==> src/rtl/fpx_pkg.sv <==
package fpx_pkg;
  localparam int ST_W       = 13;
  localparam int ST_SNAN    = 0;
  localparam int ST_ISI     = 1;
  localparam int ST_IDI     = 2;
  localparam int ST_ZDZ     = 3;
  localparam int ST_IMZ     = 4;
  localparam int ST_CVI     = 5;
  localparam int ST_SQRT    = 6;
  localparam int ST_DIV0    = 7;
  localparam int ST_ROUNDED = 8;
  localparam int ST_INEXACT = 9;
  localparam int ST_OVF     = 10;
  localparam int ST_UNF     = 11;
  localparam int ST_DENORM  = 12;

  localparam int GRP_W = 5;
  localparam int K_INV = 0;
  localparam int K_DZ  = 1;
  localparam int K_OVF = 2;
  localparam int K_UNF = 3;
  localparam int K_INX = 4;

  localparam int FPSR_W   = 18;
  localparam int F_EN_LO  = 0;
  localparam int F_CA_LO  = F_EN_LO + GRP_W;
  localparam int F_ST_LO  = F_CA_LO + GRP_W;
  localparam int F_FLUSH  = F_ST_LO + GRP_W;
  localparam int F_SMODE  = F_FLUSH + 1;
  localparam int F_DMODE  = F_SMODE + 1;

  localparam int PSW_ID  = 5;
  localparam int PSW_EP  = 6;
  localparam int PSW_NP  = 7;
  localparam int PSW_NPV = 16;
  localparam int PSW_DMP = 17;
  localparam int PSW_IMP = 18;

  typedef logic [GRP_W-1:0]  grp_t;
  typedef logic [FPSR_W-1:0] fpsr_t;
endpackage

==> src/rtl/fpx_flag_gen.sv <==
module fpx_flag_gen
  import fpx_pkg::*;
(
  input  logic [ST_W-1:0] st,
  input  grp_t            en,
  input  logic            flush,
  output grp_t            cause,
  output logic            hit
);
  logic inv_kind;
  logic unf_kind;

  always_comb begin
    inv_kind = st[ST_SNAN] | st[ST_ISI] | st[ST_IDI] | st[ST_ZDZ] |
               st[ST_IMZ]  | st[ST_CVI] | st[ST_SQRT];
    unf_kind = st[ST_UNF] | st[ST_DENORM];
    cause        = '0;
    cause[K_INX] = en[K_INX] & (st[ST_ROUNDED] | st[ST_INEXACT] | st[ST_OVF]);
    cause[K_INV] = (en[K_INV] & inv_kind) | (en[K_DZ] & st[ST_DIV0]);
    cause[K_OVF] = en[K_OVF] & st[ST_OVF];
    cause[K_UNF] = (en[K_UNF] | ~flush) & unf_kind;
    hit          = |cause;
  end
endmodule

==> src/rtl/fpx_status_reg.sv <==
module fpx_status_reg
  import fpx_pkg::*;
(
  input  logic  clk,
  input  logic  rst,
  input  logic  sw_we,
  input  fpsr_t sw_wdata,
  input  logic  upd,
  input  grp_t  cause_new,
  output fpsr_t fpsr
);
  fpsr_t fpsr_q;

  always_ff @(posedge clk) begin
    if (rst) begin
      fpsr_q <= '0;
    end else if (sw_we) begin
      fpsr_q <= sw_wdata;
    end else if (upd) begin
      fpsr_q[F_CA_LO +: GRP_W] <= cause_new;
    end
  end

  // sticky bits are kept separately per flag so each one only accumulates
  grp_t sticky_q;
  for (genvar g = 0; g < GRP_W; g++) begin : g_sticky
    always_ff @(posedge clk) begin
      if (rst)        sticky_q[g] <= 1'b0;
      else if (sw_we) sticky_q[g] <= sw_wdata[F_ST_LO + g];
      else if (upd)   sticky_q[g] <= sticky_q[g] | cause_new[g];
    end
  end

  always_comb begin
    fpsr = fpsr_q;
    fpsr[F_ST_LO +: GRP_W] = sticky_q;
  end
endmodule

==> src/rtl/fpx_trap_ctl.sv <==
module fpx_trap_ctl
  import fpx_pkg::*;
#(
  parameter int          DATA_W   = 32,
  parameter int          CODE_W   = 16,
  parameter logic [15:0] CODE_SET = 16'h0071,
  parameter logic [15:0] CODE_CLR = 16'h0072,
  parameter logic [31:0] VEC      = 32'h0000_0070
) (
  input  logic              clk,
  input  logic              rst,
  input  logic              fire,
  input  logic              mode_bit,
  input  logic [DATA_W-1:0] cur_pc,
  input  logic [DATA_W-1:0] cur_psw,
  input  logic              prot_en,
  output logic              trap_o,
  output logic [DATA_W-1:0] epc_o,
  output logic [DATA_W-1:0] epsw_o,
  output logic [CODE_W-1:0] ecode_o,
  output logic [DATA_W-1:0] tpc_o,
  output logic [DATA_W-1:0] tpsw_o
);
  logic              take;
  logic [DATA_W-1:0] psw_nx;

  always_comb begin
    take   = fire & ((~cur_psw[PSW_NP] & ~cur_psw[PSW_ID]) | ~mode_bit);
    psw_nx = cur_psw;
    psw_nx[PSW_EP] = 1'b1;
    psw_nx[PSW_ID] = 1'b1;
    if (prot_en) begin
      psw_nx[PSW_NPV] = 1'b0;
      psw_nx[PSW_DMP] = 1'b0;
      psw_nx[PSW_IMP] = 1'b0;
    end
  end

  always_ff @(posedge clk) begin
    if (rst) begin
      trap_o  <= 1'b0;
      epc_o   <= '0;
      epsw_o  <= '0;
      ecode_o <= '0;
      tpc_o   <= '0;
      tpsw_o  <= '0;
    end else begin
      trap_o <= take;
      if (take) begin
        epc_o   <= cur_pc;
        epsw_o  <= cur_psw;
        ecode_o <= mode_bit ? CODE_W'(CODE_SET) : CODE_W'(CODE_CLR);
        tpc_o   <= DATA_W'(VEC);
        tpsw_o  <= psw_nx;
      end
    end
  end
endmodule

==> src/rtl/fpx_exc_unit.sv <==
module fpx_exc_unit
  import fpx_pkg::*;
#(
  parameter int DATA_W = 32,
  parameter int CODE_W = 16
) (
  input  logic              clk,
  input  logic              rst,
  input  logic              op_valid,
  input  logic [ST_W-1:0]   op_status,
  input  logic              op_double,
  input  logic [DATA_W-1:0] cur_pc,
  input  logic [DATA_W-1:0] cur_psw,
  input  logic              prot_en,
  input  logic              sw_we,
  input  logic [FPSR_W-1:0] sw_wdata,
  output logic [FPSR_W-1:0] fpsr_o,
  output logic              trap_o,
  output logic [DATA_W-1:0] trap_pc_o,
  output logic [DATA_W-1:0] trap_psw_o,
  output logic [DATA_W-1:0] epc_o,
  output logic [DATA_W-1:0] epsw_o,
  output logic [CODE_W-1:0] ecode_o
);
  fpsr_t fpsr;
  grp_t  cause_new;
  logic  hit;
  logic  fire;
  logic  mode_bit;

  fpx_flag_gen u_flags (
    .st    (op_status),
    .en    (fpsr[F_EN_LO +: GRP_W]),
    .flush (fpsr[F_FLUSH]),
    .cause (cause_new),
    .hit   (hit)
  );

  // a software write wins over an operation in the same cycle
  assign fire     = op_valid & hit & ~sw_we;
  assign mode_bit = op_double ? fpsr[F_DMODE] : fpsr[F_SMODE];

  fpx_status_reg u_fpsr (
    .clk       (clk),
    .rst       (rst),
    .sw_we     (sw_we),
    .sw_wdata  (sw_wdata),
    .upd       (fire),
    .cause_new (cause_new),
    .fpsr      (fpsr)
  );

  fpx_trap_ctl #(.DATA_W(DATA_W), .CODE_W(CODE_W)) u_trap (
    .clk      (clk),
    .rst      (rst),
    .fire     (fire),
    .mode_bit (mode_bit),
    .cur_pc   (cur_pc),
    .cur_psw  (cur_psw),
    .prot_en  (prot_en),
    .trap_o   (trap_o),
    .epc_o    (epc_o),
    .epsw_o   (epsw_o),
    .ecode_o  (ecode_o),
    .tpc_o    (trap_pc_o),
    .tpsw_o   (trap_psw_o)
  );

  assign fpsr_o = fpsr;
endmodule

==> config.mk <==
export PLATFORM = sky130hd
export DESIGN_NAME = fpx_exc_unit
export DESIGN_NICKNAME = d
export VERILOG_FILES = /design/src/rtl/fpx_pkg.sv /design/src/rtl/fpx_flag_gen.sv /design/src/rtl/fpx_status_reg.sv /design/src/rtl/fpx_trap_ctl.sv /design/src/rtl/fpx_exc_unit.sv
export SDC_FILE = /design/constraint.sdc
export NUM_CORES = 1
export LEC_CHECK = 0
export ABC_AREA = 1
export BUFFER_PORTS_ARGS = -buffer_cell sky130_fd_sc_hd__buf_2
export CORE_ASPECT_RATIO = 0.5
export CORE_UTILIZATION = 38
export CTS_CLUSTER_SIZE = 28
export DETAILED_ROUTE_END_ITERATION = 16
export PLACE_DENSITY = 0.77
export SLEW_MARGIN = 30
export SYNTH_ARGS = -nofsm -noshare
export SYNTH_HDL_FRONTEND = slang
export SYNTH_HIERARCHICAL = 1
export SYNTH_SLANG_ARGS = --single-unit
==> constraint.sdc <==
create_clock -name clk -period 1.9 [get_ports clk]
set_clock_uncertainty 0.15 [all_clocks]
set_input_delay 0.285 -clock clk [delete_from_list [all_inputs] [get_ports clk]]
set_output_delay 0.285 -clock clk [all_outputs]
set_load 0.05 [all_outputs]
Word-level counts from Yosys, hierarchy flattened
Cells that the tools add are included.
- mux-type cells: 13
- bitwise gates (word level): 30
- reduce and logical (&&, ||, !) cells: 2
- operator list (operator ; number):
    $or 1x1->1 ; 16
    $mux 5 ; 2
    $and 1x1->1 ; 9
    $mux 1 ; 9
    $not 1->1 ; 5
    $reduce_or 4->1 ; 1
    $mux 3 ; 1
    $mux 2 ; 1
    $reduce_bool 2->1 ; 1
- bits in registers: 137
- bits of input ports: 101
- output and inout port bits: 163
- logic and storage cells: 58

Longest topological paths before layout
- depth after elaboration: 13
- depth in mapped cells: 14
- gate-level depth less buffers: 12

By module
Netlist, hierarchy kept.
- modules (own cells, without submodules) (module ; times used ; cells each ; area each (um^2) ; seq. area each (um^2)):
    fpx_trap_ctl ; 1 ; 397 ; 3130.5 ; 1421.4
    fpx_status_reg ; 1 ; 98 ; 700.7 ; 360.3
    fpx_flag_gen ; 1 ; 26 ; 115.1 ; 0.0
    fpx_exc_unit ; 1 ; 6 ; 22.5 ; 0.0

Worst setup path after synthesis
No wires, ideal clock.
- path kind: register -> register
- start point: register u_fpsr.fpsr_q[3]
- end point: register u_trap.epsw_o[10]
- library setup time: 0.132 ns
- arrival time: 2.015 ns
- required time: 1.618 ns
- slack: -0.398 ns
- stages on the path, launching flop included: 15
- path buffers: 3
- period minus slack after synthesis: 2.298 ns
- cells stage by stage: dfxtp_1 > inv_1 > nand2_1 > nand2_1 > nand2_1 > nor2_1 > nand3_1 > nand2_1 > nor2_1 > buf_2 > nand2_2 > buf_4 > buf_2 > nand2_1 > a21oi_1
- word-level cells in the longest chain between the ends: 6
- RTL lines (item ; RTL line ; source):
    start: declaration ; fpx_status_reg.sv:12 ; fpsr_t fpsr_q;
    start signal: assignment ; fpx_status_reg.sv:18 ; fpsr_q <= sw_wdata;
    start signal: indexed assignment ; fpx_status_reg.sv:20 ; fpsr_q[F_CA_LO +: GRP_W] <= cause_new;
    $or 1x1->1 ; fpx_flag_gen.sv:21 ; cause[K_UNF] = (en[K_UNF] | ~flush) & unf_kind;
    $and 1x1->1 ; fpx_flag_gen.sv:21 ;
    $reduce_or 4->1 ; fpx_flag_gen.sv:22 ; hit = |cause;
    net hit ; fpx_exc_unit.sv:27 ; logic hit;
    $and 1x1->1 (2 in a row) ; fpx_exc_unit.sv:40 ; assign fire = op_valid & hit & ~sw_we;
    net fire ; fpx_exc_unit.sv:28 ; logic fire;
    $and 1x1->1 ; fpx_trap_ctl.sv:28 ; take = fire & ((~cur_psw[PSW_NP] & ~cur_psw[PSW_ID]) | ~mode_bit);
    end signal: assignment ; fpx_trap_ctl.sv:51 ; epsw_o <= cur_psw;
    end: declaration ; fpx_trap_ctl.sv:19 ; output logic [DATA_W-1:0] epsw_o,
The timed path passes the listed nets, and every way through them passes these cells.
A chain may end at the register's enable or synchronous reset.

Worst setup path in the final report
- start point: register u_fpsr.fpsr_q[3]
- end point: register u_trap.epc_o[21]
- word-level cells in the longest chain between the ends: 6
- RTL lines (item ; RTL line ; source):
    $or 1x1->1 ; fpx_flag_gen.sv:21 ;
    $and 1x1->1 ; fpx_flag_gen.sv:21 ;
    $reduce_or 4->1 ; fpx_flag_gen.sv:22 ;
    net hit ; fpx_exc_unit.sv:27 ;
    $and 1x1->1 (2 in a row) ; fpx_exc_unit.sv:40 ;
    net fire ; fpx_exc_unit.sv:28 ;
    $and 1x1->1 ; fpx_trap_ctl.sv:28 ;
    end signal: assignment ; fpx_trap_ctl.sv:50 ; epc_o <= cur_pc;
    end: declaration ; fpx_trap_ctl.sv:18 ; output logic [DATA_W-1:0] epc_o,
The timed path passes the listed nets, and every way through them passes these cells.

==> results.md <==
- Average wire length per cell after detail routing: 12.38 µm
- # rows: 25
- Routing usage on met1: 0.2348
- Cell with the biggest individual delay on the critical path: sky130_fd_sc_hd__dfxtp_4
- Die Wd: 146.5 µm
- Clock network fraction of design power: 0.317
- Synth Area in XOR/XNOR: 0
- First-pass GRT wire length: 15.99 mm
- Leading cell types by total area after synthesis: sky130_fd_sc_hd__dfxtp_1 (45%), sky130_fd_sc_hd__buf_4 (15%), sky130_fd_sc_hd__nand2_1 (10%)
- Portion of synthesized cell area occupied by the leading cell type: 0.4489
- Number of buffers added for setup after CTS: 0
- Sw frac: 0.3560
- Psw: 1.736 mW
- Total placed cells including tap cells: 828
- Class of the tightest hold or removal check: in2reg
- Pwr dens: 954.6 nW/µm²
- Initial antenna violation count: 0
- Starting utilization of the core area: 0.4054
- DRC violation total after the first TritonRoute iteration: 218
- Antenna cell count: 0
- Vias after detailed routing: 3844
- Number of ports placed on the die boundary: 264
- CP top delay family: simple AND/OR/NAND/NOR gates
- Internal power component: 3.140 mW
- Compound-Gate Fraction of Synth Area: 0.1220
- Instance count of the mapped netlist: 527
- Most frequent cell after synthesis: sky130_fd_sc_hd__nand2_1
- Reported leakage power: 2.624 nW
- Total routed wirelength: 10.45 mm
- Die boundary height: 74.27 µm
- Global router's overall resource usage: 0.1864
- Area of the die: 10880 µm²
- Critical path start-end classification: reg2reg
- Post-detailed-route count of antenna-violating nets: 0
- # DRC: 0
- Busiest grt layer: met2
- Cell types with the highest counts after synthesis: sky130_fd_sc_hd__nand2_1 (111), sky130_fd_sc_hd__dfxtp_1 (89), sky130_fd_sc_hd__buf_4 (77)
- H-tree depth reported by CTS: 3
- Final-report hold violation count: 0
- Maximum clock frequency: 557.0 MHz
- Resized Gates After CTS: 0
- Fraction of the mapped netlist area in adder cells: 0
- Share of cells above drive strength 1: 0.3681
- Sequential cell area fraction in the yosys report: 0.4489
- Detail-routed via count per cell: 4.555
- Endpoint kind of the worst setup timing path: flop
- Total grt overflow: 0
- Min Tclk post-route: 1795 ps
- Post-Syn Area per Cell: 7.531 µm²
- Post-route standard cell area excluding fillers: 5107 µm²
- Crit-path most repeated cell: sky130_fd_sc_hd__nand2_1
- Post-synthesis instance area: 3969 µm²
- Clock sink count: 89
- Number of synthesized flops with an enable pin: 0
- Met2 usage: 0.3190
- Post-layout worst setup margin: 104.7 ps
- Sequential Power Share: 0.417
- Placed inst area: 4848 µm²
- Unrepaired setup endpoints after global routing: yes
- Max capacitance violation total: 0
- Sum of buffers and inverters on the critical path: 2
- Period utilisation layout: 0.9449
- Crit path required time: 1940 ps
- Area of the core region: 9791 µm²
- Hold WS: 32.20 ps
- Post-Synth Simple-Gate Area: 0.2295
- Count of warnings emitted by yosys: 6
- Count of port buffers added during placement: 223
- Estimated wirelength of the detail-placed design: 7.760 mm
- Net total in the final layout: 805
- Biggest cell delay along the critical path: 350 ps
- Yosys reg bits: 89
- Endpoint arrival time on the critical path: 1840 ps
- Category of the worst setup path launch point: flop
- Ordered cell list for the critical path: inv_1 > nand2_1 > nand2_1 > nand2_1 > nor2_1 > nand3_1 > nand2_1 > nor2_4 > nand2_2 > buf_12 > nand2_1 > a21oi_1
- CTS root buf: sky130_fd_sc_hd__clkbuf_16
- Number of detailed-routing iterations run before antenna repair: 4
- Mux cell area share after synthesis: 0
- Count of cell types in the netlist: 19
- # setup viols final: 0
- Place WS: 22.62 ps
- Filler-free cell count of the finished design: 844
- Number of fill cells: 987
- Vias in the first global route: 3217
- Number of slew-limit violations in the final report: 0
- CTS clk-pin slew, worst paths: 60 ps
- Library cell with the largest summed area after synthesis: sky130_fd_sc_hd__dfxtp_1
- Fraction of synthesis flops using an asynchronous set or reset pin: 0
- CTS tree: built
- Worst-case vdd ir drop: 0.4731 mV
- Clock latency at the later pin of the worst-skew pair: 320 ps
- Post-CTS Hold Buffers: 0
- Main combinational cell family by area after synthesis: simple AND/OR/NAND/NOR gates
- Pin count of the biggest net entering global routing: 49
- Critical-path maximum fanout: 38
- Outcome: finished, final reports clean
- Clock Path Buffers: 2
- Combinational Power Share: 0.267
- Area grow syn2layout: 28.69%
- Most used DFF post-synth: sky130_fd_sc_hd__dfxtp_1
- RD Place Congestion: 0.7987
- Clock buffer count from CTS: 9
- Global routing met3 resource utilization: 0.04417
-- placed cells by master (no fill, tap or decap) --
master	instances
sky130_fd_sc_hd__inv_2	1
sky130_fd_sc_hd__clkinv_2	3
sky130_fd_sc_hd__dfxtp_1	83
sky130_fd_sc_hd__nand2_2	1
sky130_fd_sc_hd__clkbuf_16	9
sky130_fd_sc_hd__o21ai_4	1
sky130_fd_sc_hd__o21ai_2	3
sky130_fd_sc_hd__nand3_1	69
sky130_fd_sc_hd__nor2_4	1
sky130_fd_sc_hd__buf_2	223
sky130_fd_sc_hd__inv_1	17
sky130_fd_sc_hd__buf_6	1
sky130_fd_sc_hd__o21ai_1	1
sky130_fd_sc_hd__dfxtp_4	4
sky130_fd_sc_hd__clkinv_1	2
sky130_fd_sc_hd__clkbuf_1	2
sky130_fd_sc_hd__buf_4	7
sky130_fd_sc_hd__dfxtp_2	2
sky130_fd_sc_hd__o21ai_0	11
sky130_fd_sc_hd__a21boi_2	1
sky130_fd_sc_hd__nor2_1	37
sky130_fd_sc_hd__conb_1	41
sky130_fd_sc_hd__nand2_1	111
sky130_fd_sc_hd__a21oi_1	74
sky130_fd_sc_hd__buf_12	4
-- per-layer routing --
metal / share of wire / routed length [µm] / up-vias
li1: - / - / 1939
met1: 0.45 / 4730 / 1758
met2: 0.49 / 5136 / 134
met3: 0.043 / 447 / 13
met4: 0.013 / 137 / 0
met5: 0 / 0 / -
-- logic make-up after synthesis --
family	count (synthesis)
AND/OR/NAND/NOR	219
buffers and inverters	126
AO/OA/AOI/OAI	91
flip-flops	89
other	2
-- power by group through the flow --
stage / registers, mW / clock network [mW] / logic (mW)
floorplan: 2.43 / 0 / 0.724
global placement: 2.07 / 0 / 1.29
detailed placement: 2.07 / 0 / 1.30
CTS: 2.03 / 1.59 / 1.30
global route: 2.05 / 1.68 / 1.38
finish: 2.03 / 1.54 / 1.30
-- worst register-to-register path, delay by kind of cell, from the launching register on --
family / cells / cell delay [ps]
buffers and inverters: 2 / 230
and+or+nand+nor: 9 / 880
DFF: 1 / 350
AOI/OAI and AO/OA: 1 / 60
-- final timing paths --
check	start	endpoint	slack (ps)	depth (start not counted)
worst max-delay path	u_fpsr/fpsr_q[3]	u_trap/epc_o[21]	100	12
worst min-delay path	sw_wdata[17]	u_fpsr/fpsr_q[17]	30	3
worst max register to register	u_fpsr/fpsr_q[3]	u_trap/epc_o[21]	100	12
worst min register to register	u_trap/epc_o[9]	u_trap/epc_o[9]	310	2
-- cell type report --
| type | count | area (µm²) | area share |
|---|---|---|---|
| clock inverter | 5 | 22.52 | 0.004410 |
| multi-input combinational | 351 | 1556 | 0.3048 |
| timing repair buffer | 235 | 1260 | 0.2467 |
| sequential | 89 | 1799 | 0.3523 |
| inverter | 18 | 67.56 | 0.01323 |
| tap | 135 | 168.9 | 0.03307 |
| clock buffer | 11 | 232.7 | 0.04557 |
-- state kept, by name (all words and copies together), names as in the netlist --
signal and cells:
u_trap/epc_o 32, u_trap/trap_o 1, u_trap/tpsw_o 4, u_trap/ecode_o 2
u_fpsr/fpsr 5, u_fpsr/fpsr_q 13, u_trap/epsw_o 32
-- metrics by stage --
| stage | power [mW] | utilization | TNS [ps] |
|---|---|---|---|
| floorplan | 3.154 | - | 0 |
| CTS | 4.925 | 0.5213 | 0 |
| global route | 5.104 | 0.5217 | -1754 |
| finish | 4.876 | 0.5217 | 0 |
| global placement | 3.361 | 0.4952 | 0 |
| detailed placement | 3.372 | 0.4952 | 0 |
No activity file was read; power rests on OpenSTA's default activity.
